File: config.mk
export PLATFORM = sky130hd
export DESIGN_NAME = hs_dma_handshake
export DESIGN_NICKNAME = d
export VERILOG_FILES = /design/src/rtl/hs_pkg.sv /design/src/rtl/hs_sync.sv /design/src/rtl/hs_req_cond.sv /design/src/rtl/hs_pace_cnt.sv /design/src/rtl/hs_eot_pin.sv /design/src/rtl/hs_dma_handshake.sv
export SDC_FILE = /design/constraint.sdc
export NUM_CORES = 1
export LEC_CHECK = 0
export BUFFER_PORTS_ARGS = -buffer_cell sky130_fd_sc_hd__buf_2
export CORE_UTILIZATION = 35
export CTS_CLUSTER_DIAMETER = 40
export DETAILED_ROUTE_END_ITERATION = 7
export PLACE_DENSITY_LB_ADDON = 0.12
export SLEW_MARGIN = 10
export SYNTH_ARGS = -nofsm -noshare
export SYNTH_HDL_FRONTEND = slang
export SYNTH_SLANG_ARGS = --single-unit
File: constraint.sdc
create_clock -name clk -period 2.4 [get_ports clk]
set_input_delay 0.24 -clock clk [delete_from_list [all_inputs] [get_ports clk]]
set_output_delay 0.24 -clock clk [all_outputs]
set_load 0.03 [all_outputs]
File: src/rtl/hs_pkg.sv
package hs_pkg;
    localparam int WIDTH_LSB    = 9;
    localparam int PIN_MODE_LSB = 15;
    localparam int ACK_POL_BIT  = 17;
    localparam int RQ_MODE_LSB  = 19;
    localparam int SRC_LSB      = 22;
    localparam int NOHS_BIT     = 24;
    localparam int WAIT_LSB     = 25;
    localparam int WAIT_W       = 32 - WAIT_LSB;

    typedef enum logic [1:0] {
        ST_IDLE     = 2'd0,
        ST_WAIT_REQ = 2'd1,
        ST_PACE     = 2'd2,
        ST_BEAT     = 2'd3
    } hs_state_e;

    function automatic logic [2:0] width_bytes(input logic [1:0] code);
        unique case (code)
            2'd0:    return 3'd1;
            2'd1:    return 3'd2;
            2'd2:    return 3'd4;
            default: return 3'd0;
        endcase
    endfunction
endpackage

File: src/rtl/hs_sync.sv
module hs_sync #(
    parameter int STAGES = 2
) (
    input  logic clk,
    input  logic rst_n,
    input  logic d,
    output logic q
);
    generate
        if (STAGES < 2) begin : g_single
            logic stage_q;
            always_ff @(posedge clk or negedge rst_n) begin
                if (!rst_n) stage_q <= 1'b0;
                else        stage_q <= d;
            end
            assign q = stage_q;
        end else begin : g_chain
            logic [STAGES-1:0] chain_q;
            always_ff @(posedge clk or negedge rst_n) begin
                if (!rst_n) chain_q <= '0;
                else        chain_q <= {chain_q[STAGES-2:0], d};
            end
            assign q = chain_q[STAGES-1];
        end
    endgenerate
endmodule

File: src/rtl/hs_req_cond.sv
module hs_req_cond #(
    parameter int SYNC_STAGES = 2
) (
    input  logic       clk,
    input  logic       rst_n,
    input  logic       req_pin,
    input  logic [2:0] int_req_in,
    input  logic [1:0] mode,
    input  logic [1:0] src,
    input  logic       ack_clr,
    output logic       req_ok,
    output logic       req_live
);
    logic sync_lvl, prev_q, pend_q, edge_hit, lvl, int_sel;

    hs_sync #(.STAGES(SYNC_STAGES)) u_sync (
        .clk(clk), .rst_n(rst_n), .d(req_pin), .q(sync_lvl)
    );

    assign lvl      = mode[0] ? sync_lvl : ~sync_lvl;
    assign edge_hit = mode[0] ? (sync_lvl & ~prev_q) : (~sync_lvl & prev_q);
    assign int_sel  = (src == 2'd0) ? 1'b0 : int_req_in[src - 2'd1];

    always_ff @(posedge clk or negedge rst_n) begin
        if (!rst_n) begin
            prev_q <= 1'b0;
            pend_q <= 1'b0;
        end else begin
            prev_q <= sync_lvl;
            if (mode[1] && edge_hit) pend_q <= 1'b1;
            else if (ack_clr)        pend_q <= 1'b0;
        end
    end

    assign req_ok   = (src == 2'd0) ? (mode[1] ? pend_q : lvl) : int_sel;
    assign req_live = (src == 2'd0) ? lvl : int_sel;
endmodule

File: src/rtl/hs_pace_cnt.sv
module hs_pace_cnt #(
    parameter int W = 7
) (
    input  logic         clk,
    input  logic         rst_n,
    input  logic         load,
    input  logic [W-1:0] load_val,
    input  logic         dec,
    output logic         zero
);
    logic [W-1:0] cnt_q;

    always_ff @(posedge clk or negedge rst_n) begin
        if (!rst_n)                    cnt_q <= '0;
        else if (load)                 cnt_q <= load_val;
        else if (dec && cnt_q != '0)   cnt_q <= cnt_q - {{(W-1){1'b0}}, 1'b1};
    end

    assign zero = (cnt_q == '0);
endmodule

File: src/rtl/hs_eot_pin.sv
module hs_eot_pin #(
    parameter int SYNC_STAGES = 2
) (
    input  logic       clk,
    input  logic       rst_n,
    input  logic       eot_pin_in,
    input  logic [1:0] pin_mode,
    input  logic       tc_fire,
    output logic       eot_act,
    output logic       tc_out,
    output logic       tc_oe
);
    logic sync_lvl;

    hs_sync #(.STAGES(SYNC_STAGES)) u_sync (
        .clk(clk), .rst_n(rst_n), .d(eot_pin_in), .q(sync_lvl)
    );

    assign eot_act = ~pin_mode[1] & (pin_mode[0] ? sync_lvl : ~sync_lvl);
    assign tc_oe   = pin_mode[1];
    assign tc_out  = pin_mode[1] ? (tc_fire ? pin_mode[0] : ~pin_mode[0]) : 1'b0;
endmodule

File: src/rtl/hs_dma_handshake.sv
module hs_dma_handshake
    import hs_pkg::*;
#(
    parameter int BEAT_W      = 16,
    parameter int SYNC_STAGES = 2
) (
    input  logic              clk,
    input  logic              rst_n,
    input  logic [31:0]       ctrl_word,
    input  logic              buf_start,
    input  logic              buf_slot,
    input  logic [BEAT_W-1:0] buf_beats,
    input  logic              req_pin,
    input  logic [2:0]        int_req_in,
    input  logic              eot_pin_in,
    output logic              grant,
    output logic [2:0]        beat_bytes,
    output logic              ack_pin,
    output logic              tc_pin_out,
    output logic              tc_pin_oe,
    output logic              buf_end,
    output logic              req_live,
    output logic [1:0]        tc_flags,
    output logic [1:0]        eot_flags
);
    localparam logic [BEAT_W-1:0] ONE_BEAT = BEAT_W'(1);

    logic [1:0]        rq_mode, pin_mode, width, src;
    logic              ack_pol, no_hs;
    logic [WAIT_W-1:0] wait_n;

    assign width    = ctrl_word[WIDTH_LSB +: 2];
    assign pin_mode = ctrl_word[PIN_MODE_LSB +: 2];
    assign ack_pol  = ctrl_word[ACK_POL_BIT];
    assign rq_mode  = ctrl_word[RQ_MODE_LSB +: 2];
    assign src      = ctrl_word[SRC_LSB +: 2];
    assign no_hs    = ctrl_word[NOHS_BIT];
    assign wait_n   = ctrl_word[WAIT_LSB +: WAIT_W];

    hs_state_e         state_q, state_d;
    logic [BEAT_W-1:0] rem_q;
    logic              slot_q;
    logic [1:0]        tc_q, eot_q;
    logic              req_ok, eot_act, pace_zero, pace_load, pace_dec;
    logic              start_ok, last_beat, ack_clr, tc_fire, early_end;

    assign start_ok  = buf_start && (width != 2'b11) && (buf_beats != '0);
    assign last_beat = (rem_q == ONE_BEAT);
    assign ack_clr   = (state_q == ST_BEAT) && !no_hs;
    assign tc_fire   = (state_q == ST_BEAT) && last_beat;
    assign early_end = ((state_q == ST_WAIT_REQ) || (state_q == ST_PACE)) && eot_act;
    assign pace_load = no_hs && (((state_q == ST_IDLE) && start_ok) ||
                                 ((state_q == ST_BEAT) && !last_beat));
    assign pace_dec  = (state_q == ST_PACE);

    hs_req_cond #(.SYNC_STAGES(SYNC_STAGES)) u_req (
        .clk(clk), .rst_n(rst_n), .req_pin(req_pin), .int_req_in(int_req_in),
        .mode(rq_mode), .src(src), .ack_clr(ack_clr),
        .req_ok(req_ok), .req_live(req_live)
    );

    hs_pace_cnt #(.W(WAIT_W)) u_pace (
        .clk(clk), .rst_n(rst_n), .load(pace_load), .load_val(wait_n),
        .dec(pace_dec), .zero(pace_zero)
    );

    hs_eot_pin #(.SYNC_STAGES(SYNC_STAGES)) u_pin (
        .clk(clk), .rst_n(rst_n), .eot_pin_in(eot_pin_in), .pin_mode(pin_mode),
        .tc_fire(tc_fire), .eot_act(eot_act), .tc_out(tc_pin_out), .tc_oe(tc_pin_oe)
    );

    // State register
    always_ff @(posedge clk or negedge rst_n) begin
        if (!rst_n) state_q <= ST_IDLE;
        else        state_q <= state_d;
    end

    // Next-state logic
    always_comb begin
        state_d = state_q;
        unique case (state_q)
            ST_IDLE:     if (start_ok) state_d = no_hs ? ST_PACE : ST_WAIT_REQ;
            ST_WAIT_REQ: if (eot_act) state_d = ST_IDLE;
                         else if (req_ok) state_d = ST_BEAT;
            ST_PACE:     if (eot_act) state_d = ST_IDLE;
                         else if (pace_zero) state_d = ST_BEAT;
            ST_BEAT:     if (last_beat) state_d = ST_IDLE;
                         else state_d = no_hs ? ST_PACE : ST_WAIT_REQ;
            default:     state_d = ST_IDLE;
        endcase
    end

    // Buffer bookkeeping and per-slot status
    always_ff @(posedge clk or negedge rst_n) begin
        if (!rst_n) begin
            rem_q  <= '0;
            slot_q <= 1'b0;
            tc_q   <= '0;
            eot_q  <= '0;
        end else begin
            if ((state_q == ST_IDLE) && start_ok) begin
                rem_q           <= buf_beats;
                slot_q          <= buf_slot;
                tc_q[buf_slot]  <= 1'b0;
                eot_q[buf_slot] <= 1'b0;
            end
            if (state_q == ST_BEAT) rem_q <= rem_q - ONE_BEAT;
            if (tc_fire)            tc_q[slot_q]  <= 1'b1;
            if (early_end)          eot_q[slot_q] <= 1'b1;
        end
    end

    // Outputs
    always_comb begin
        grant      = (state_q == ST_BEAT);
        beat_bytes = grant ? width_bytes(width) : 3'd0;
        ack_pin    = (grant && !no_hs) ? ack_pol : ~ack_pol;
        buf_end    = tc_fire || early_end;
        tc_flags   = tc_q;
        eot_flags  = eot_q;
    end
endmodule

After elaboration in Yosys (flattened, before gate mapping)
Cells that the tools add are included.
{"block": "totals", "reg_bits": 36, "out_inout_bits": 13, "elab_cells": 104}
{"block": "op_classes", "add_sub_neg": 3, "order_cmp": 5, "eq_ne": 10, "muxes": 35, "bitwise": 14, "n_reduce_logical": 27}
{"cell": "$mux 16", "count": 2}
{"cell": "$mux 2", "count": 11}
{"cell": "$eq 16x1->1 const B", "count": 1}
{"cell": "$reduce_bool 16->1", "count": 1}
{"cell": "$sub 16x1->16 const B", "count": 1}
{"cell": "$mux 1", "count": 14}
{"cell": "$mux 7", "count": 2}
{"cell": "$logic_and 1x1->1", "count": 12}
{"cell": "$pmux 3 s3", "count": 1}
{"cell": "$pmux 2 s4", "count": 1}
{"cell": "$logic_not 7->1", "count": 1}
{"cell": "$reduce_bool 7->1", "count": 1}
{"cell": "$sub 7x1->7 const B", "count": 1}
{"cell": "$eq 2x2->1 const B", "count": 3}
{"cell": "$logic_not 2->1", "count": 3}
{"cell": "$ne 3x3->1 const B", "count": 2}
{"cell": "$not 1->1", "count": 6}
{"cell": "$reduce_bool 2->1", "count": 3}
{"cell": "$and 2x2->2", "count": 2}
{"cell": "$eq 2x1->1 const B", "count": 2}
{"cell": "$lt 1x2->1 const B", "count": 2}
{"cell": "$ne 2x2->1 const B", "count": 2}
{"cell": "$or 2x2->2", "count": 2}
{"cell": "$and 1x1->1", "count": 3}
{"cell": "other kinds (10)", "count": 15}

Logic depth before layout (Yosys ltp)
Gate-level depths: netlist (run 1).
{"block": "logic_depth", "ltp_word": 9, "depth_mapped": 7, "depth_no_buf": 7}

By module
From an unflattened synthesis (run 1), not the netlist that was laid out.
{"block": "hier_totals", "cells_unflattened": 247, "hier_area_um2": 2279.7}
{"mod": "hs_dma_handshake", "n_inst": 1, "cells_per_inst": 168, "area_per_inst_um2": 1500.2, "seq_area_each_um2": 575.6}
{"mod": "hs_pace_cnt", "n_inst": 1, "cells_per_inst": 52, "area_per_inst_um2": 461.7, "seq_area_each_um2": 175.2}
{"mod": "hs_req_cond", "n_inst": 1, "cells_per_inst": 18, "area_per_inst_um2": 182.7, "seq_area_each_um2": 50.0}
{"mod": "hs_sync", "n_inst": 2, "cells_per_inst": 2, "area_per_inst_um2": 50.0, "seq_area_each_um2": 50.0}
{"mod": "hs_eot_pin", "n_inst": 1, "cells_per_inst": 5, "area_per_inst_um2": 35.0, "seq_area_each_um2": 0.0}

Least setup slack after synthesis (run 1)
No wires, ideal clock.
{"block": "synth_timing", "kind": "register to output", "start": "register state_q[0]", "end": "output beat_bytes[2]", "arrival_time_ns": 1.875, "required_time_ns": 2.160, "path_slack_ns": 0.285, "path_stages_with_launch": 6, "n_path_buf": 2, "path_cell_list": "dfrtp_1 > ha_1 > clkbuf_1 > clkbuf_1 > nand2_1 > nor2_1"}
{"block": "synth_via", "elab_chain_cells": 2}
{"element": "start, declared", "line": "hs_dma_handshake.sv:40", "text": "hs_state_e state_q, state_d;"}
{"element": "start signal, assigned", "line": "hs_dma_handshake.sv:75", "text": "else state_q <= state_d;"}
{"element": "$eq 2x2->1", "line": "hs_dma_handshake.sv:115", "text": "grant = (state_q == ST_BEAT);"}
{"element": "net grant", "line": "hs_dma_handshake.sv:16", "text": "output logic grant,"}
{"element": "$mux 3", "line": "hs_dma_handshake.sv:116", "text": "beat_bytes = grant ? width_bytes(width) : 3'd0;"}
{"element": "end, declared", "line": "hs_dma_handshake.sv:17", "text": "output logic [2:0] beat_bytes,"}
The timed path passes the listed nets, and every way through them passes these cells.

Final worst setup path (run 1)
{"block": "layout_timing", "start": "register rem_q[13]", "end": "output tc_pin_out"}
{"block": "layout_via", "elab_chain_cells": 4}
{"element": "start, declared", "line": "hs_dma_handshake.sv:41", "text": "logic [BEAT_W-1:0] rem_q;"}
{"element": "start signal, assigned", "line": "hs_dma_handshake.sv:102", "text": "rem_q <= buf_beats;"}
{"element": "start signal, assigned", "line": "hs_dma_handshake.sv:107", "text": "if (state_q == ST_BEAT) rem_q <= rem_q - ONE_BEAT;"}
{"element": "$eq 16x1->1", "line": "hs_dma_handshake.sv:48", "text": "assign last_beat = (rem_q == ONE_BEAT);"}
{"element": "$logic_and 1x1->1", "line": "hs_dma_handshake.sv:50", "text": "assign tc_fire = (state_q == ST_BEAT) && last_beat;"}
{"element": "$mux 1 (2 in a row)", "line": "hs_eot_pin.sv:21", "text": "assign tc_out = pin_mode[1] ? (tc_fire ? pin_mode[0] : ~pin_mode[0]) : 1'b0;"}
{"element": "end, declared", "line": "hs_dma_handshake.sv:19", "text": "output logic tc_pin_out,"}
Every way passes these cells.

==> metrics.md, run 1 <==
| Metric | Value |
|---|---|
| Clk root buf | clkbuf_8 |
| Layout cell share with drive strength beyond 1 | 32.2% |
| TritonRoute pass-1 iters | 4 |
| Combinational power share | 46.4% |
| Tightest Hold Check Type | primary input to async pin |
| Routed Antenna Nets | 0 |
| YS warnings | 0 |
| Vias in the first global route | 1728 |
| Detailed Place HPWL | 3770 microns |
| Clk slew on worst S/H paths | 70 ps |
| Initial antenna violation count | 0 |
| CTS tree | done |
| Outcome | finished clean |
| CP max stage delay | 440 ps |
| First-pass GRT wire length | just over 8000 microns |
| Fin. Hold Viols | 0 |
| Post-synthesis sequential area ratio | 39.8% |
| CP arrival | 2050 ps |
| Post-Syn Instances | 222 |
| Peak supply drop | ~0.00041 V |
| Layout area overhead | 23.0% |
| Largest net degree at the start of global routing | 37 |
| Startpoint Class | flop |
| Initial DRC count | 38 |
| Synthesized Nets | 288 |
| Final #Nets | 352 |
| Total die area | 6780 sq um |
| Place WS | roughly 250 ps |
| Total CTS buffers | 5 |
| Worst-path maximum fanout | 3 |
| Via-per-instance ratio | 5.05 |
| Final antenna diode count | 0 |
| Sequential share of power | 38.6% |
| Syn Area/Cell | 10.2 sq um |
| Clock Sinks | 36 |
| Top FF cell, synth | dfrtp_1 |
| # rows | 28 |
| Crit. End Element | primary output |
| Number of flops mapped to enable cells by yosys | 0 |
| Crit path cell chain | nor4_4, nand3b_1, or3_4, xor2_1, and2_1, buf_6 |
| Unique masters post-synth | between 40 and 50 |
| DRC violations left | 0 |
| Post-Syn Area | around 2300 sq um |
| Final setup fails | 0 |
| RSZ-0062 raised after global routing | true |
| Required time of the critical path | approximately 2200 ps |
| Placer Congestion | roughly 0.75 |
| Max cap viols | 0 |
| Actual slew at the worst max-slew pin | roughly 840 ps |
| Clk buf depth | 2 |
| Pwr per Cell Area | between 1000 and 1500 nW/um^2 |
| Clock Skew | 1.92 ps |
| Kind of critical path | flop to primary output |
| Clk_lat worst skew | 280 ps |
| Final Max Slew Viols | 0 |
| Max transition margin | between 40 and 50% |
| IO buf count | 54 |
| Vias | about 1800 |
| Worst path top cell family by delay | simple AND/OR/NAND/NOR gates |
| Gr ovfl total | 0 |
| Commonest non-fill, non-tap cell in the layout | buf_2 |
| Clk pwr share | 15.1% |
| Core Footprint | 6060 sq um |
| P_int | 1.84 mW |
| Die W | 82.4 microns |
| Sw Pwr | between 1 and 1.5 mW |
| Die Span Y | approximately 82 microns |
| Finished Core Util | 45.9% |
| Fin crit share | 95.2% |
| Number of H-tree levels | 2 |
| Post-Route WL | around 5000 microns |
| All-Layer GR Usage | 16.3% |
| Initial core utilization | 37.3% |
| Critical path's slowest cell | dfrtp_2 |
| Commonest cells after routing, fill and taps aside | buf_2 (53), dfrtp_1 (33), mux2i_1 (26) |
| I/O pin total | 70 |
| Leakage | 1.34 nW |
| Maximum clock rate | 437 MHz |
| Final setup margin | about 110 ps |
| FF+latch count, synth | 36 |
| Sw Ratio | 41.0% |
| Async set-reset flop share out of synthesis | 100% |
| DR WL/cell | 14.0 microns |
| Worst path bufs/invs | 1 |
| Post-route minimum period | 2290 ps |
==> path summary, 6_finish.rpt <==
| check | start | slack [ps] | endpoint | cells past startpoint |
|---|---|---|---|---|
| max | rem_q[13] | 110 | tc_pin_out | 6 |
| min reg2reg | u_pin.u_sync.g_chain.chain_q[0] | 350 | u_pin.u_sync.g_chain.chain_q[1] | 0 |
| min | rst_n | 50 | u_pin.u_sync.g_chain.chain_q[0] | 1 |
| min in group clk | eot_pin_in | 60 | u_pin.u_sync.g_chain.chain_q[0] | 1 |
| max reg2reg | u_pace.cnt_q[0] | 330 | state_q[0] | 7 |
| max in group asynchronous | rst_n | 1760 | rem_q[13] | 1 |
==> layer usage <==
metal  share of wire [%]  up-vias  track usage (%)
met5                   0        -                0
met3                 4.9        8             3.08
li1                    -      920                -
met2                  44       49             26.5
met1                  50      846             21.3
met4                 1.5        0             6.32
==> cell type report <==
class / count / area (sq um)
Timing Repair Buffer: 62 / 337
Fill cell: 577 / 3280
Multi-Input combinational cell: 166 / 1290
Sequential cell: 36 / 905
Inverter: 15 / 56.3
Tap cell: 75 / 93.8
Clock buffer: 7 / 96.3
==> what timing repair did <==
item | in CTS | in global routing
pin swaps | 2 | 4
endpoints found under the setup margin | 1 | 1
setup buffers | 1 | 1
resized for setup | 2 | 7
hold buffers | 0 | 0
hold endpoints to repair | 0 | 0
==> logic make-up after synthesis <==
logic type / count (synthesis) / synth area share (%)
mux: 35 / 16.0
simple gates: 71 / 18.0
buf+inv: 20 / 3.82
compound gates: 33 / 10.4
flops: 36 / 39.8
xor+xnor: 18 / 6.97
fa+ha+maj: 9 / 4.98
==> flip-flops by register name, indices dropped and copies added, names as in the netlist <==
| signal | flops |
|---|---|
| eot_flags | 2 |
| rem_q | 16 |
| slot_q | 1 |
| state_q | 2 |
| tc_flags | 2 |
| u_pace.cnt_q | 7 |
| u_pin.u_sync.g_chain.chain_q | 2 |
| u_req.pend_q | 1 |
| u_req.prev_q | 1 |
| u_req.u_sync.g_chain.chain_q | 2 |
==> synthesized netlist by cell type (all sizes together) (2+ instances only) <==
cell type / number / area (sq um)
dfrtp: 36 / 901
mux2i: 26 / 260
nand2: 24 / 90.1
o21ai: 16 / 80.1
inv: 15 / 56.3
xnor2: 14 / 123
ha: 9 / 113
mux2: 9 / 101
nor2: 9 / 33.8
nand3: 7 / 40.0
nor4: 7 / 73.8
a21oi: 4 / 20.0
xor2: 4 / 35.0
and3: 3 / 18.8
buf: 3 / 22.5
nand3b: 3 / 22.5
nand4: 3 / 18.8
nor3: 3 / 15.0
a32o: 2 / 20.0
clkbuf: 2 / 7.51
nor2b: 2 / 12.5
nor3b: 2 / 15.0
o221ai: 2 / 17.5
or3: 2 / 17.5
or4: 2 / 18.8
==> through the flow <==
stage / hold WS, ps / setup TNS [ps] / total power [mW] / cells / cell area [sq um]
after floorplan: -55.6 / 0 / 2.24 / 222 / 2260
after global placement: 333 / 0 / 2.60 / 352 / 2640
after detailed placement: 338 / 0 / 2.62 / 352 / 2640
after CTS: 43.8 / 0 / 3.14 / 360 / 2750
after global routing: 40.9 / -16.8 / 3.37 / 361 / 2780
final: 52.1 / 0 / 3.12 / 361 / 2780
==> power groups by stage <==
| stage | registers [mW] | logic (mW) | clock network (mW) |
|---|---|---|---|
| CTS | 1.19 | 1.46 | 0.492 |
| global placement | 1.19 | 1.42 | 0 |
| finish | 1.20 | 1.44 | 0.469 |
| floorplan | 1.16 | 1.08 | 0 |
| detailed placement | 1.19 | 1.44 | 0 |
| global route | 1.24 | 1.61 | 0.515 |
No activity file was read; power rests on OpenSTA's default activity.
==> run 2: changes to the inputs <==
SYNTH_HIERARCHICAL = 1   (was unset)
==> metrics.md, run 2 <==
| Metric | Value |
|---|---|
| Worst reg-to-reg path cell count | 7 (unchanged) |
| Final Instance Area | 2970 sq um (was 2780 sq um) |
| Area leader, netlist | dfrtp_1 (unchanged) |
| Syn Area/Cell | 9.23 sq um (was 10.2 sq um) |
| Total die area | 6840 sq um (was 6780 sq um) |
| Final setup fails | 0 (unchanged) |
| FF+latch count, synth | 36 (unchanged) |
| Top reg by flops | rem_q (unchanged) |
| Pwr per Cell Area | 1010 nW/um^2 (was 1120 nW/um^2) |
| Worst-path maximum fanout | 5 (was 3) |
| Layout cell share with drive strength beyond 1 | 31.1% (was 32.2%) |
| FILL cells | 646 (was 577) |
| Min Hold Slack | 50.5 ps (was 52.1 ps) |
| Leakage | 1.34 nW (about the same) |
| Fin crit share | 97.6% (was 95.2%) |
| Post-Syn Area | 2280 sq um (was 2260 sq um) |
| Vias | 2163 (was 1823) |
| Highest Signal Layer | met4 (unchanged) |
| All-Layer GR Usage | 17.7% (was 16.3%) |
| Clk buf depth | 2 (unchanged) |
| Post-route minimum period | 2340 ps (was 2290 ps) |
| Synth area leaders | dfrtp_1 (40%), ha_1 (4.9%), mux2i_1 (4.8%) (was dfrtp_1 (40%), mux2i_1 (12%), xnor2_1 (5.4%)) |
| Clk slew on worst S/H paths | 70 ps (about the same) |
| Via-per-instance ratio | 5.38 (was 5.05) |
| Unique masters post-synth | 56 (was 44) |
| TritonRoute pass-1 iters | 4 (unchanged) |
| Max transition margin | 43.4% (was 44.2%) |
| Clock Skew | 4.52 ps (was 1.92 ps) |
| Final #Nets | 390 (was 352) |
| Required time of the critical path | 2160 ps (about the same) |
| Reg2reg end | u_pace/cnt_q[4] (was state_q[0]) |
| Post-Route WL | 5730 microns (was 5060 microns) |
| Commonest non-fill, non-tap cell in the layout | buf_2 (unchanged) |
| R2r startpoint | rem_q[10] (was u_pace.cnt_q[0]) |
| Detailed Place HPWL | 4170 microns (was 3770 microns) |
| Largest net degree at the start of global routing | 37 (unchanged) |
| DR WL/cell | 14.2 microns (was 14.0 microns) |
| Outcome | finished clean (unchanged) |
| Vias in the first global route | 2020 (was 1728) |
| Post-Syn Instances | 247 (was 222) |
| Routed Antenna Nets | 0 (unchanged) |
| Synthesized Nets | 313 (was 288) |
| # rows | 29 (was 28) |
| CTS tree | done (unchanged) |
| Top flop regs | rem_q x16, u_pace/cnt_q x7 (was rem_q x16, u_pace.cnt_q x7) |
| Number of H-tree levels | 2 (unchanged) |
| IO buf count | 54 (unchanged) |
| Die Span Y | 82.7 microns (was 82.4 microns) |
| Top FF cell, synth | dfrtp_1 (unchanged) |
| Placer Congestion | 0.805 (was 0.754) |
| Most numerous cell in the Yosys netlist | dfrtp_1 (unchanged) |
| Share of the synthesized area in the top cell type | 39.5% (was 39.8%) |
| Core Footprint | 6310 sq um (was 6060 sq um) |
| Initial core utilization | 36.1% (was 37.3%) |
| WL met1 | 2650 microns (was 2510 microns) |
| Crit. End Element | primary output (unchanged) |
| Routed length on met3 | 252 microns (was 247 microns) |
| First-pass GRT wire length | 9090 microns (was 8140 microns) |
| I/O pin total | 70 (unchanged) |
| Die W | 82.7 microns (was 82.4 microns) |
| Gr ovfl total | 0 (unchanged) |
| YS warnings | 6 (was 0) |
| Async set-reset flop share out of synthesis | 100% (unchanged) |
| Commonest cells after routing, fill and taps aside | buf_2 (53), dfrtp_1 (36), nand2_1 (23) (was buf_2 (53), dfrtp_1 (33), mux2i_1 (26)) |
| Actual slew at the worst max-slew pin | 849 ps (was 837 ps) |
| Top post-synthesis cells by count | dfrtp_1 (36), nand2_1 (24), nor2_1 (19) (was dfrtp_1 (36), mux2i_1 (26), nand2_1 (24)) |
| Kind of critical path | flop to primary output (unchanged) |
| DRC violations left | 0 (unchanged) |
| Post-synthesis sequential area ratio | 39.5% (was 39.8%) |
| Tightest Hold Check Type | primary input to flop (was primary input to async pin) |
| Reg2reg setup slack | 80 ps (was 330 ps) |
| Total CTS buffers | 5 (unchanged) |
| Worst Setup EP | tc_pin_out (unchanged) |
| CP arrival | 2100 ps (was 2050 ps) |
| Peak supply drop | 0.000525 V (was 0.000411 V) |
| Clock Sinks | 36 (unchanged) |
| Final Max Slew Viols | 0 (unchanged) |
| Clk root buf | clkbuf_8 (unchanged) |
| Layout area overhead | 30.4% (was 23.0%) |
| Setup crit start | rem_q[10] (was rem_q[13]) |
| Fin. Hold Viols | 0 (unchanged) |
| Startpoint Class | flop (unchanged) |
| Number of flops mapped to enable cells by yosys | 0 (unchanged) |
| Maximum clock rate | 427 MHz (was 437 MHz) |
| Initial DRC count | 46 (was 38) |
| DP Area | 2740 sq um (was 2640 sq um) |
| Final antenna diode count | 0 (unchanged) |
| Max cap viols | 0 (unchanged) |
| Initial antenna violation count | 0 (unchanged) |
| Clk_lat worst skew | 290 ps (was 280 ps) |
| Max reg flops | 16 (unchanged) |
| Metal2 WL | 2730 microns (was 2230 microns) |
run 2: cell count changes after synthesis, moves of 6 or more:
cell     delta
nor2b_1     +6
mux2i_1    -15
xnor2_1     -9
nor2_1     +10
nor4_1      +6
a21oi_1    +10
mux2_2      -9
run 2: worst min path at each step:
stage                                    start                               to  slack, ps  cells after the start
6_report                            eot_pin_in  u_pin/u_sync/g_chain.chain_q[0]         50                      1
5_1_grt                             eot_pin_in  u_pin/u_sync/g_chain.chain_q[0]         50                      1
4_1_cts                             eot_pin_in  u_pin/u_sync/g_chain.chain_q[0]         40                      1
3_5_place_dp   u_pin/u_sync/g_chain.chain_q[0]  u_pin/u_sync/g_chain.chain_q[1]        340                      0
3_3_place_gp   u_pin/u_sync/g_chain.chain_q[0]  u_pin/u_sync/g_chain.chain_q[1]        330                      0
2_1_floorplan                            rst_n                     eot_flags[0]        -60                      0
run 2: stage by stage:
step | total power, mW | setup TNS, ps | setup WS [ps] | std cells | utilization, %
after floorplan | 2.00 | 0 | 1.01 | 247 | -
after global placement | 2.43 | 0 | 68.0 | 386 | 43.3
after detailed placement | 2.45 | 0 | 30.5 | 386 | 43.3
after CTS | 2.96 | 0 | 2.22 | 396 | 45.4
after global routing | 3.24 | -4.79 | -4.79 | 402 | 47.1
final | 3.01 | 0 | 57.9 | 402 | 47.1
run 2: timing repair:
action	4_1_cts	5_1_grt
pin swaps	2	7
hold buffers	0	0
setup buffers	3	6
gates resized for setup	5	11
setup endpoints to repair	1	4
run 2: cells by family after synthesis:
logic type / count (synthesis) / synth area share (%)
compound gates: 61 / 19.4
mux: 12 / 5.49
simple gates: 103 / 24.6
buf+inv: 19 / 3.35
flops: 36 / 39.5
xor+xnor: 7 / 2.69
fa+ha+maj: 9 / 4.94
run 2: area by class of cell:
| cell class | instances | area (sq um) | share of cell area, % |
|---|---|---|---|
| multi-input cells | 192 | 1370 | 46.0 |
| well taps | 77 | 96.3 | 3.24 |
| repair buffers | 78 | 477 | 16.0 |
| flip-flops and latches | 36 | 901 | 30.3 |
| inverters | 11 | 41.3 | 1.39 |
| clock buffers | 8 | 90.1 | 3.03 |
run 2: power breakdown:
part | switching, mW | internal [mW] | leakage [nW]
registers | 0.249 | 0.852 | 0.427
logic | 0.782 | 0.673 | 0.867
clock network | 0.219 | 0.234 | 0.0455
total | 1.25 | 1.76 | 1.34
run 2: routing by layer:
layer,up-vias,track usage [%]
li1,1072,-
met1,1018,22.0
met2,61,30.1
met3,12,3.30
met4,0,6.90
met5,-,0
run 2: worst max-delay path, cell delays in order, from the launching register on:
cell and delay (ps):
dfrtp_1 380, or4_4 590, nor4_4 270, and2_4 200, xnor2_2 100, and2_4 150
buf_6 120
==> run 3: changes to the inputs <==
BUFFER_PORTS_ARGS = unset   (was -buffer_cell sky130_fd_sc_hd__buf_2)
CORE_ASPECT_RATIO = 1.5   (was unset)
DONT_BUFFER_PORTS = 1   (was unset)
==> metrics.md, run 3 (same netlist as run 2, synthesis figures left out) <==
| Metric | Value |
|---|---|
| DRC violations left | 0 (unchanged) |
| Kind of critical path | flop to flop (was flop to primary output) |
| CP arrival | 2580 ps (was 2100 ps) |
| Initial DRC count | 58 (was 46) |
| Number of H-tree levels | 2 (unchanged) |
| Via-per-instance ratio | 5.63 (was 5.38) |
| Critical path's slowest cell | or4_4 (unchanged) |
| Core Footprint | 6220 sq um (was 6310 sq um) |
| Fin crit share | 97.8% (was 97.6%) |
| Layout area overhead | 22.0% (was 30.4%) |
| Commonest non-fill, non-tap cell in the layout | dfrtp_1 (was buf_2) |
| Total die area | 6850 sq um (was 6840 sq um) |
| Die Span Y | 101 microns (was 82.7 microns) |
| Max reg flops | 16 (unchanged) |
| Leakage | 1.17 nW (was 1.34 nW) |
| Total CTS buffers | 5 (unchanged) |
| Required time of the critical path | 2630 ps (was 2160 ps) |
| Gr ovfl total | 0 (unchanged) |
| Post-Route WL | 6070 microns (was 5730 microns) |
| Clk_lat worst skew | 290 ps (about the same) |
| Worst reg-to-reg path cell count | 8 (was 7) |
| CTS tree | done (unchanged) |
| Routed Antenna Nets | 0 (unchanged) |
| R2r startpoint | rem_q[10] (unchanged) |
| Layout cell share with drive strength beyond 1 | 19.2% (was 31.1%) |
| Worst Min Path Start | ctrl_word[31] (was eot_pin_in) |
| Pwr per Cell Area | 1060 nW/um^2 (was 1010 nW/um^2) |
| Gr busiest metal | met2 (unchanged) |
| Crit. End Element | flop (was primary output) |
| Commonest cells after routing, fill and taps aside | dfrtp_1 (36), buf_4 (28), nand2_1 (24) (was buf_2 (53), dfrtp_1 (36), nand2_1 (23)) |
| Final antenna diode count | 0 (unchanged) |
| Actual slew at the worst max-slew pin | 1040 ps (was 849 ps) |
| Min Hold Slack | 71.5 ps (was 50.5 ps) |
| Final Max Slew Viols | 0 (unchanged) |
| Clk root buf | clkbuf_8 (unchanged) |
| Clk pwr share | 15.4% (was 15.1%) |
| Clk slew on worst S/H paths | 70 ps (about the same) |
| Final setup TNS | 0 ps (unchanged) |
| IO buf count | 0 (was 54) |
| First-pass GRT wire length | 9500 microns (was 9090 microns) |
| Clock Skew | 4.75 ps (was 4.52 ps) |
| Initial core utilization | 36.7% (was 36.1%) |
| Worst path bufs/invs | 1 (unchanged) |
| Top reg by flops | rem_q (unchanged) |
| Reg2reg setup slack | 50 ps (was 80 ps) |
| Sw Ratio | 42.3% (was 41.5%) |
| Clock Sinks | 36 (unchanged) |
| Final #Nets | 346 (was 390) |
| Sink of the worst hold path | u_pace/cnt_q[6] (was u_pin/u_sync/g_chain.chain_q[0]) |
| Initial antenna violation count | 0 (unchanged) |
| All-Layer GR Usage | 18.7% (was 17.7%) |
| Sw Pwr | 1.25 mW (about the same) |
| Peak supply drop | 0.000546 V (was 0.000525 V) |
| Placer Congestion | 0.753 (was 0.805) |
| Startpoint Class | flop (unchanged) |
| Tightest Hold Check Type | primary input to flop (unchanged) |
| # rows | 35 (was 29) |
| Outcome | finished clean (unchanged) |
| DR WL/cell | 17.1 microns (was 14.2 microns) |
| Overall Power | 2.96 mW (was 3.01 mW) |
| Maximum clock rate | 426 MHz (was 427 MHz) |
| GR Util met1 | 19.5% (was 22.0%) |
| Vias | 1998 (was 2163) |
| P_int | 1.71 mW (was 1.76 mW) |
| Combinational power share | 45.7% (was 48.4%) |
| Worst path top cell family by delay | simple AND/OR/NAND/NOR gates (unchanged) |
| Vias in the first global route | 2037 (was 2020) |
| TritonRoute pass-1 iters | 4 (unchanged) |
| Sequential share of power | 39.0% (was 36.6%) |
| Die W | 67.9 microns (was 82.7 microns) |
| Worst hold path depth | 2 (was 1) |
| Detailed Place HPWL | 4470 microns (was 4170 microns) |
| Worst-path maximum fanout | 16 (was 5) |
| Met2 Usage GRT | 34.7% (was 30.1%) |
| Met3 usage | 4.41% (was 3.30%) |
| Reg2reg end | u_pace/cnt_q[5] (was u_pace/cnt_q[4]) |
| Clk buf depth | 2 (unchanged) |
| Max cap viols | 0 (unchanged) |
| Cell mode on critical path | or4_4 (was and2_4) |
| I/O pin total | 70 (unchanged) |
| Final setup fails | 0 (unchanged) |
| Crit path cell chain | or4_4, or4_4, nand2_1, a21boi_0, buf_4, nand2b_1, a41oi_2, a221o_1 (was or4_4, nor4_4, and2_4, xnor2_2, and2_4, buf_6) |
| Fin. Hold Viols | 0 (unchanged) |
| Post-route minimum period | 2350 ps (was 2340 ps) |
| RSZ-0062 raised after global routing | true |
| CP max stage delay | 590 ps (about the same) |
| Largest net degree at the start of global routing | 37 (unchanged) |
| Top flop regs | rem_q x16, u_pace/cnt_q x7 (unchanged) |
| Max transition margin | 29.9% (was 43.4%) |
## run 3: power groups by stage
stage,Sequential (mW),Combinational [mW],Clock [mW]
6_report,1.15,1.35,0.455
2_1_floorplan,1.09,0.908,0
5_1_grt,1.18,1.50,0.498
3_5_place_dp,1.14,1.27,0
4_1_cts,1.13,1.33,0.477
3_3_place_gp,1.13,1.26,0
## run 3: cell type report
class                           count  area (sq um)
Clock buffer                        8          90.1
Multi-Input combinational cell    192          1370
Tap cell                           74          92.6
Inverter                           11          41.3
Fill cell                         623          3440
Sequential cell                    36           901
Timing Repair Buffer               34           283
## run 3: per-stage QoR
step                utilization [%]  cells  instance area (sq um)  worst slack [ps]
global route                   44.7    355                   2780             -27.3
global placement               40.3    335                   2510               114
CTS                            43.9    356                   2730             0.886
detailed placement             40.3    335                   2510              99.0
finish                         44.7    355                   2780              53.4
floorplan                         -    247                   2290              1.01
## run 3: repair_timing
action / 4_1_cts / 5_1_grt
hold buffers: 4 / 0
resized for setup: 4 / 11
setup endpoints to repair: 1 / 4
pin swaps: 3 / 8
cloned: 0 / 0
buffers inserted: 10 / 1
hold endpoints to repair: 38 / 0
## run 3: metal layers
metal	vias up	wire length [microns]
li1	982	-
met1	947	2410
met2	63	3210
met3	6	353
met4	0	99
met5	-	0
## run 3: worst max-delay path by stage
stage | startpoint | endpoint | cells after the start
floorplan | rem_q[12] | u_pace/cnt_q[4] | 7
global placement | rem_q[12] | u_pace/cnt_q[5] | 8
detailed placement | rem_q[12] | u_pace/cnt_q[5] | 8
CTS | rem_q[6] | tc_pin_out | 8
global route | rem_q[10] | tc_pin_out | 6
finish | rem_q[10] | u_pace/cnt_q[5] | 8
## run 3: worst reg2reg max path, cell delays in order (launching register included)
cell	delay, ps
dfrtp_1	380
or4_4	590
or4_4	520
nand2_1	80
a21boi_0	70
buf_4	190
nand2b_1	170
a41oi_2	160
a221o_1	130
